## src/rtl/sync_gen_pkg.sv

```systemverilog
package sync_gen_pkg;

    localparam int SG_NCTR   = 8;
    localparam int SG_RUN_W  = 12;
    localparam int SG_REP_W  = 16;
    localparam int SG_EDGE_W = 10;
    localparam int SG_DATA_W = 32;

    localparam int SG_NSRC     = SG_NCTR + 2;
    localparam int SG_SRC_W    = $clog2(SG_NSRC);
    localparam int SG_SEL_W    = $clog2(SG_NCTR);
    localparam int SG_GEN_ADDR = 4 * SG_NCTR;
    localparam int SG_ADDR_W   = $clog2(SG_GEN_ADDR + 1);

    typedef struct packed {
        logic [SG_RUN_W-1:0]  run_cnt;
        logic [SG_RUN_W-1:0]  off_cnt;
        logic [SG_REP_W-1:0]  rep_cnt;
        logic [SG_SRC_W-1:0]  run_src;
        logic [SG_SRC_W-1:0]  off_src;
        logic [SG_SRC_W-1:0]  clr_src;
        logic                 lvl_en;
        logic [SG_EDGE_W-1:0] up_pos;
        logic [SG_EDGE_W-1:0] dn_pos;
    } ctr_cfg_t;

    typedef struct packed {
        logic [SG_NCTR-1:0]  inv;
        logic [SG_SEL_W-1:0] hs_sel;
        logic [SG_SEL_W-1:0] vs_sel;
    } gen_cfg_t;

    typedef enum logic [1:0] {
        PH_OFFSET = 2'd0,
        PH_RUN    = 2'd1,
        PH_DONE   = 2'd2
    } phase_e;

    function automatic logic src_hit(input logic [SG_SRC_W-1:0] code,
                                     input logic [SG_NSRC-1:0]  ev);
        logic hit;
        hit = 1'b0;
        for (int i = 0; i < SG_NSRC; i++) begin
            if (int'(code) == i) hit = ev[i];
        end
        return hit;
    endfunction

    function automatic logic slot_over(input logic [15:0] v, input int w);
        return (int'(v) >> w) != 0;
    endfunction

endpackage

```

## src/rtl/sync_cfg_regs.sv

```systemverilog
module sync_cfg_regs
    import sync_gen_pkg::*;
(
    input  logic                          clk_i,
    input  logic                          rst_ni,
    input  logic                          cfg_we_i,
    input  logic [SG_ADDR_W-1:0]          cfg_addr_i,
    input  logic [SG_DATA_W-1:0]          cfg_wdata_i,
    output ctr_cfg_t [SG_NCTR-1:0]        ctr_cfg_o,
    output gen_cfg_t                      gen_cfg_o
);

    localparam logic [SG_DATA_W-1:0] GEN_MASK =
        ((SG_DATA_W'(1) << SG_NCTR) - 1) |
        (((SG_DATA_W'(1) << SG_SEL_W) - 1) << 8) |
        (((SG_DATA_W'(1) << SG_SEL_W) - 1) << 12);

    typedef struct packed {
        ctr_cfg_t [SG_NCTR-1:0] ctr;
        gen_cfg_t               gen;
    } regs_t;

    regs_t r_d, r_q;
    logic [SG_SEL_W-1:0] idx;
    logic w0_bad, w1_bad, w2_bad, gen_bad;

    always_comb begin
        r_d = r_q;
        idx = cfg_addr_i[2 +: SG_SEL_W];
        w0_bad  = slot_over(cfg_wdata_i[15:0], SG_RUN_W) ||
                  slot_over(cfg_wdata_i[31:16], SG_RUN_W);
        w1_bad  = (|cfg_wdata_i[31:29]) ||
                  (int'(cfg_wdata_i[19:16]) >= SG_NSRC) ||
                  (int'(cfg_wdata_i[23:20]) >= SG_NSRC) ||
                  (int'(cfg_wdata_i[27:24]) >= SG_NSRC);
        w2_bad  = slot_over(cfg_wdata_i[15:0], SG_EDGE_W) ||
                  slot_over(cfg_wdata_i[31:16], SG_EDGE_W);
        gen_bad = (cfg_wdata_i & ~GEN_MASK) != '0;
        if (cfg_we_i) begin
            if (int'(cfg_addr_i) == SG_GEN_ADDR) begin
                if (!gen_bad) begin
                    r_d.gen.inv    = cfg_wdata_i[SG_NCTR-1:0];
                    r_d.gen.hs_sel = cfg_wdata_i[8 +: SG_SEL_W];
                    r_d.gen.vs_sel = cfg_wdata_i[12 +: SG_SEL_W];
                end
            end else if (int'(cfg_addr_i) < SG_GEN_ADDR) begin
                case (cfg_addr_i[1:0])
                    2'd0: if (!w0_bad) begin
                        r_d.ctr[idx].run_cnt = cfg_wdata_i[SG_RUN_W-1:0];
                        r_d.ctr[idx].off_cnt = cfg_wdata_i[16 +: SG_RUN_W];
                    end
                    2'd1: if (!w1_bad) begin
                        r_d.ctr[idx].rep_cnt = cfg_wdata_i[SG_REP_W-1:0];
                        r_d.ctr[idx].run_src = cfg_wdata_i[16 +: SG_SRC_W];
                        r_d.ctr[idx].off_src = cfg_wdata_i[20 +: SG_SRC_W];
                        r_d.ctr[idx].clr_src = cfg_wdata_i[24 +: SG_SRC_W];
                        r_d.ctr[idx].lvl_en  = cfg_wdata_i[28];
                    end
                    2'd2: if (!w2_bad) begin
                        r_d.ctr[idx].up_pos = cfg_wdata_i[SG_EDGE_W-1:0];
                        r_d.ctr[idx].dn_pos = cfg_wdata_i[16 +: SG_EDGE_W];
                    end
                    default: ;
                endcase
            end
        end
    end

    always_ff @(posedge clk_i or negedge rst_ni) begin
        if (!rst_ni) r_q <= '0;
        else         r_q <= r_d;
    end

    assign ctr_cfg_o = r_q.ctr;
    assign gen_cfg_o = r_q.gen;

endmodule

```

## src/rtl/sync_wave_counter.sv

```systemverilog
module sync_wave_counter
    import sync_gen_pkg::*;
(
    input  logic               clk_i,
    input  logic               rst_ni,
    input  logic               en_i,
    input  ctr_cfg_t           cfg_i,
    input  logic [SG_NSRC-1:0] ev_i,
    output logic               tick_o,
    output logic               wave_o
);

    typedef struct packed {
        phase_e              ph;
        logic [SG_RUN_W-1:0] off;
        logic [SG_RUN_W-1:0] pos;
        logic [SG_REP_W:0]   reps;
        logic                tick;
        logic                level;
    } st_t;

    localparam st_t ST_RST = '{ph: PH_OFFSET, off: '0, pos: '0, reps: '0,
                               tick: 1'b0, level: 1'b0};

    st_t st_d, st_q;
    logic run_ev, off_ev, clr_ev, reached, step, at_start, at_end;
    logic [SG_RUN_W:0] pos2;
    logic [SG_REP_W:0] reps_n;

    always_comb begin
        run_ev   = src_hit(cfg_i.run_src, ev_i);
        off_ev   = src_hit(cfg_i.off_src, ev_i);
        clr_ev   = src_hit(cfg_i.clr_src, ev_i);
        reached  = (st_q.off == cfg_i.off_cnt);
        step     = run_ev && ((st_q.ph == PH_RUN) ||
                              (st_q.ph == PH_OFFSET && reached));
        at_start = (st_q.pos == '0);
        at_end   = (st_q.pos >= cfg_i.run_cnt);
        pos2     = {st_q.pos, 1'b0};
        reps_n   = st_q.reps + (SG_REP_W+1)'(at_start && cfg_i.rep_cnt != '0);

        st_d      = st_q;
        st_d.tick = 1'b0;
        if (!en_i) begin
            st_d = ST_RST;
        end else if (clr_ev) begin
            st_d = ST_RST;
        end else begin
            if (st_q.ph == PH_OFFSET) begin
                if (!reached) begin
                    if (off_ev) st_d.off = st_q.off + 1'b1;
                end else begin
                    st_d.ph = PH_RUN;
                end
            end
            if (step) begin
                st_d.tick  = at_start;
                st_d.pos   = at_end ? '0 : st_q.pos + 1'b1;
                st_d.reps  = reps_n;
                st_d.level = (pos2 >= (SG_RUN_W+1)'(cfg_i.up_pos)) &&
                             (pos2 <  (SG_RUN_W+1)'(cfg_i.dn_pos));
                if (at_end && cfg_i.rep_cnt != '0 &&
                    reps_n == (SG_REP_W+1)'(cfg_i.rep_cnt)) begin
                    st_d.ph    = PH_DONE;
                    st_d.level = 1'b0;
                end
            end
        end
    end

    always_ff @(posedge clk_i or negedge rst_ni) begin
        if (!rst_ni) st_q <= ST_RST;
        else         st_q <= st_d;
    end

    assign tick_o = st_q.tick;
    assign wave_o = cfg_i.lvl_en ? st_q.level : st_q.tick;

endmodule

```

## src/rtl/sync_pin_map.sv

```systemverilog
module sync_pin_map
    import sync_gen_pkg::*;
(
    input  logic [SG_NCTR-1:0] wave_i,
    input  gen_cfg_t           gen_i,
    output logic [SG_NCTR-1:0] pin_o,
    output logic               hsync_o,
    output logic               vsync_o
);

    always_comb begin
        pin_o   = wave_i ^ gen_i.inv;
        hsync_o = pin_o[gen_i.hs_sel];
        vsync_o = pin_o[gen_i.vs_sel];
    end

endmodule

```

## src/rtl/sync_wave_gen.sv

```systemverilog
module sync_wave_gen
    import sync_gen_pkg::*;
(
    input  logic                 clk_i,
    input  logic                 rst_ni,
    input  logic                 en_i,
    input  logic                 pix_tick_i,
    input  logic                 cfg_we_i,
    input  logic [SG_ADDR_W-1:0] cfg_addr_i,
    input  logic [SG_DATA_W-1:0] cfg_wdata_i,
    output logic [SG_NCTR-1:0]   wave_o,
    output logic [SG_NCTR-1:0]   pin_o,
    output logic                 hsync_o,
    output logic                 vsync_o
);

    ctr_cfg_t [SG_NCTR-1:0] cfg_w;
    gen_cfg_t               gen_w;
    logic [SG_NCTR-1:0]     tick_w;
    logic [SG_NSRC-1:0]     ev_w;

    assign ev_w = {tick_w, pix_tick_i, 1'b0};

    sync_cfg_regs u_regs (
        .clk_i       (clk_i),
        .rst_ni      (rst_ni),
        .cfg_we_i    (cfg_we_i),
        .cfg_addr_i  (cfg_addr_i),
        .cfg_wdata_i (cfg_wdata_i),
        .ctr_cfg_o   (cfg_w),
        .gen_cfg_o   (gen_w)
    );

    for (genvar k = 0; k < SG_NCTR; k++) begin : g_ctr
        sync_wave_counter u_ctr (
            .clk_i  (clk_i),
            .rst_ni (rst_ni),
            .en_i   (en_i),
            .cfg_i  (cfg_w[k]),
            .ev_i   (ev_w),
            .tick_o (tick_w[k]),
            .wave_o (wave_o[k])
        );
    end

    sync_pin_map u_pins (
        .wave_i  (wave_o),
        .gen_i   (gen_w),
        .pin_o   (pin_o),
        .hsync_o (hsync_o),
        .vsync_o (vsync_o)
    );

endmodule

```

## config.mk

```make
export PLATFORM = sky130hd
export DESIGN_NAME = sync_wave_gen
export DESIGN_NICKNAME = d
export VERILOG_FILES = /design/src/rtl/sync_gen_pkg.sv /design/src/rtl/sync_cfg_regs.sv /design/src/rtl/sync_wave_counter.sv /design/src/rtl/sync_pin_map.sv /design/src/rtl/sync_wave_gen.sv
export SDC_FILE = /design/constraint.sdc
export NUM_CORES = 2
export LEC_CHECK = 0
export BUFFER_PORTS_ARGS = -buffer_cell sky130_fd_sc_hd__clkbuf_2
export CORE_MARGIN = 5
export CORE_UTILIZATION = 60
export CTS_CLUSTER_DIAMETER = 50
export CTS_CLUSTER_SIZE = 16
export DETAILED_ROUTE_END_ITERATION = 7
export PLACE_DENSITY = 0.85
export REMOVE_ABC_BUFFERS = 1
export SYNTH_ARGS = -nofsm -noshare
export SYNTH_HDL_FRONTEND = slang
export SYNTH_SLANG_ARGS = --single-unit
```

## constraint.sdc

```tcl
create_clock -name clk_i -period 3.95 [get_ports clk_i]
set_input_delay 0.5925 -clock clk_i [delete_from_list [all_inputs] [get_ports clk_i]]
set_output_delay 0.5925 -clock clk_i [all_outputs]
set_load 0.02 [all_outputs]
```

==> summary.txt <==
Run status
  • Status: finished, final reports clean

Placement
  • Placed cells: 6475
  • I/O Buffers: 60
  • DP Area: 55940 sq um
  • DP Wirelength: 102200 microns
  • GP Congestion: 0.9402

Final layout
  • Filler cells: 6425
  • Post-route cell area: 59640 sq um
  • # nets final: 5736
  • Share of post-route cells with drive strength above 1: 10.60%
  • P&R area growth vs syn: 10.13%
  • Fin cells: 6675
  • Multi-input combinational cell area: 27590 sq um
  • Register area: 23970 sq um

Floorplanning
  • Initial Util: 60.26%
  • # IOs: 61
  • Die Area: 96370 sq um
  • Core Footprint: 89870 sq um
  • DIE HEIGHT: 310.4 microns
  • Die width: 310.4 microns
  • Row count: 110

Clock tree
  • Htree depth: 3
  • Worst-path clk slew: 0.07 ns
  • TritonCTS clock tree: built
  • Clock root buffer: clkbuf_16
  • Clk_lat worst skew: 0.71 ns
  • CTS Buf Count: 102
  • Post-CTS Setup Repair Bufs: 0
  • Total clock sinks: 958
  • Bufs on Longest Clock Path: 3

Critical path
  • Worst setup EP type: output pin
  • Worst EP required: 3.36 ns
  • Critical path class: reg2out
  • Crit-path max FO: 13
  • Startpoint Class: flip-flop
  • Worst EP arrival: 3.25 ns

Yosys
  • Post-synth EDFFs: 0
  • Total number of yosys warnings: 0
  • Synthesized flop and latch total: 958
  • Cell variety after synth: 95
  • Register area share after synthesis: 44.26%
  • Post-Synthesis Cells: 5421
  • Cell area after synthesis: 54160 sq um
  • Mean post-synth cell area: 9.990 sq um
  • Ys flop type: dfrtp_1
  • Ys async rst share: 100.0%

Worst hold path
  • Worst min path class: in2reg

Power
  • Pwr dens: 383.5 nW/um^2
  • Worst vdd ir: 0.4022 mV
  • Leak pwr: 26.45 nW

GRT
  • Grt total ovfl: 0
  • Antenna violations before repair: 9
  • GRT Total Usage: 32.27%
  • Largest net degree at the start of global routing: 124
  • Vias in the first global route: 44330
  • Global-route wire length before repair: 247600 microns

Flow run
  • Max cap viols: 0

Route
  • DRC: 0
  • Final wirelength: 157300 microns
  • Vias/cell: 6.719
  • DR vias: 44850
  • Drt wl/cell: 23.57 microns
  • Drt pass-1 iters: 6
  • Post-route ant nets: 0
  • Initial DRC Count: 5196

STA
  • Period Utilization, post-route: 97.18%
  • Fin. max-slew vios: 0
  • RSZ-0062 raised after global routing: false
  • Hold Vio Cnt, Final: 0
  • Max-slew headroom: 14.68%
  • Final Skew: 0.04830 ns
  • Post-layout minimum cycle time: 3.839 ns
  • Final setup viols: 0
  • TNS Setup: 0 ns
  • Fmax: 0.2605 GHz
  • Slew @ Worst Pin: 1.271 ns
## where the power goes
part           internal (W)  leakage (nW)  switching (W)
combinational      0.000886          11.6        0.00146
clock               0.00552          1.71        0.00457
sequential           0.0101          13.2       0.000315
## cell usage after synthesis (114+ instances only)
master | n | area share, %
dfrtp_1 | 958 | 44
a22o_1 | 559 | 9.0
nor2_1 | 394 | 2.7
inv_1 | 322 | 2.2
xnor2_1 | 294 | 4.8
ha_1 | 289 | 6.7
o21ai_0 | 261 | 2.4
nand2_1 | 259 | 1.8
clkbuf_1 | 196 | 1.4
nand3_1 | 146 | 1.3
a21oi_1 | 131 | 1.2
nor3_1 | 127 | 1.2
and3_1 | 114 | 1.3
xor2_1 | 114 | 1.8
## metrics by stage
| step | util (%) | hold slack [ns] | total power (W) | setup slack [ns] |
|---|---|---|---|---|
| 2_1_floorplan | - | 0.2969 | 0.01181 | 0.2096 |
| 3_3_place_gp | 62.25 | 0.4741 | 0.01278 | -0.04573 |
| 3_5_place_dp | 62.25 | 0.4745 | 0.01287 | -0.09531 |
| 4_1_cts | 66.24 | 0.3610 | 0.02288 | 0.01702 |
| 5_1_grt | 66.35 | 0.3659 | 0.02358 | 0.003337 |
| 6_report | 66.36 | 0.4059 | 0.02287 | 0.1115 |
## cells in the final DEF, fill, tap and decap left out, drive strengths merged, types with 54 or more instances in the layout
cell,n
dfrtp,958
a22o,559
nor2,400
inv,354
xnor2,294
o21ai,294
ha,289
nand2,260
buf,181
clkbuf,179
nand3,148
a21oi,131
nor3,128
and3,114
xor2,114
mux2i,95
nand4,87
nor4,83
nand2b,61
nor2b,54
## area by class of cell
type / instances / share of cell area [%]
clock inverter: 71 / 1.343
tap: 1176 / 2.467
sequential: 958 / 40.19
clock buffer: 120 / 4.615
multi-input combinational: 3779 / 46.27
timing repair buffer: 241 / 3.054
inverter: 322 / 2.027
antenna: 8 / 0.03357
## worst paths after layout
path / startpoint / slack [ns] / cells past startpoint / to
setup reg to reg: g_ctr[5].u_ctr.pos2[1] / 0.21 / 13 / g_ctr[5].u_ctr.st_q[0]
hold / removal: cfg_wdata_i[16] / 0.41 / 2 / flip-flop
setup / recovery: g_ctr[2].u_ctr.tick_o / 0.11 / 5 / hsync_o
min in group asynchronous: rst_ni / 0.53 / 2 / g_ctr[2].u_ctr.st_q[7]
max in group asynchronous: rst_ni / 2.18 / 4 / g_ctr[3].u_ctr.pos2[6]
hold reg to reg: flip-flop / 0.49 / 1 / flip-flop
## per-layer routing
| layer | wire, microns | share of wire (%) | global-route usage (%) | vias up |
|---|---|---|---|---|
| li1 | - | - | - | 19700 |
| met1 | 60260 | 38 | 42.45 | 22130 |
| met2 | 70270 | 45 | 49.90 | 2401 |
| met3 | 16910 | 11 | 7.875 | 618 |
| met4 | 9876 | 6.3 | 17.26 | 4 |
| met5 | 24 | 0.015 | 0 | - |
## worst max-delay path, cell delays in order, from the launching register on
cell      delay [ns]
dfrtp_1         0.91
mux2_2          0.52
xor2_1          0.20
mux4_2          0.48
mux2_2          0.29
clkbuf_2        0.16
## logic make-up after synthesis
| logic type | after synthesis | synth area share, % |
|---|---|---|
| fa+ha+maj | 289 | 6.677 |
| buf+inv | 684 | 5.240 |
| simple gates | 1570 | 15.09 |
| xor+xnor | 408 | 6.598 |
| compound gates | 1360 | 18.61 |
| mux | 152 | 3.523 |
| flops | 958 | 44.26 |
## repair_timing
| item | in CTS | in global routing |
|---|---|---|
| hold buffers | 1 | 0 |
| gates cloned | 0 | 0 |
| resized for setup | 4 | 19 |
| endpoints found under the hold margin | 60 | 0 |
| setup endpoints to repair | 3 | 19 |
| pin swaps | 1 | 2 |
No activity file was read; power rests on OpenSTA's default activity.
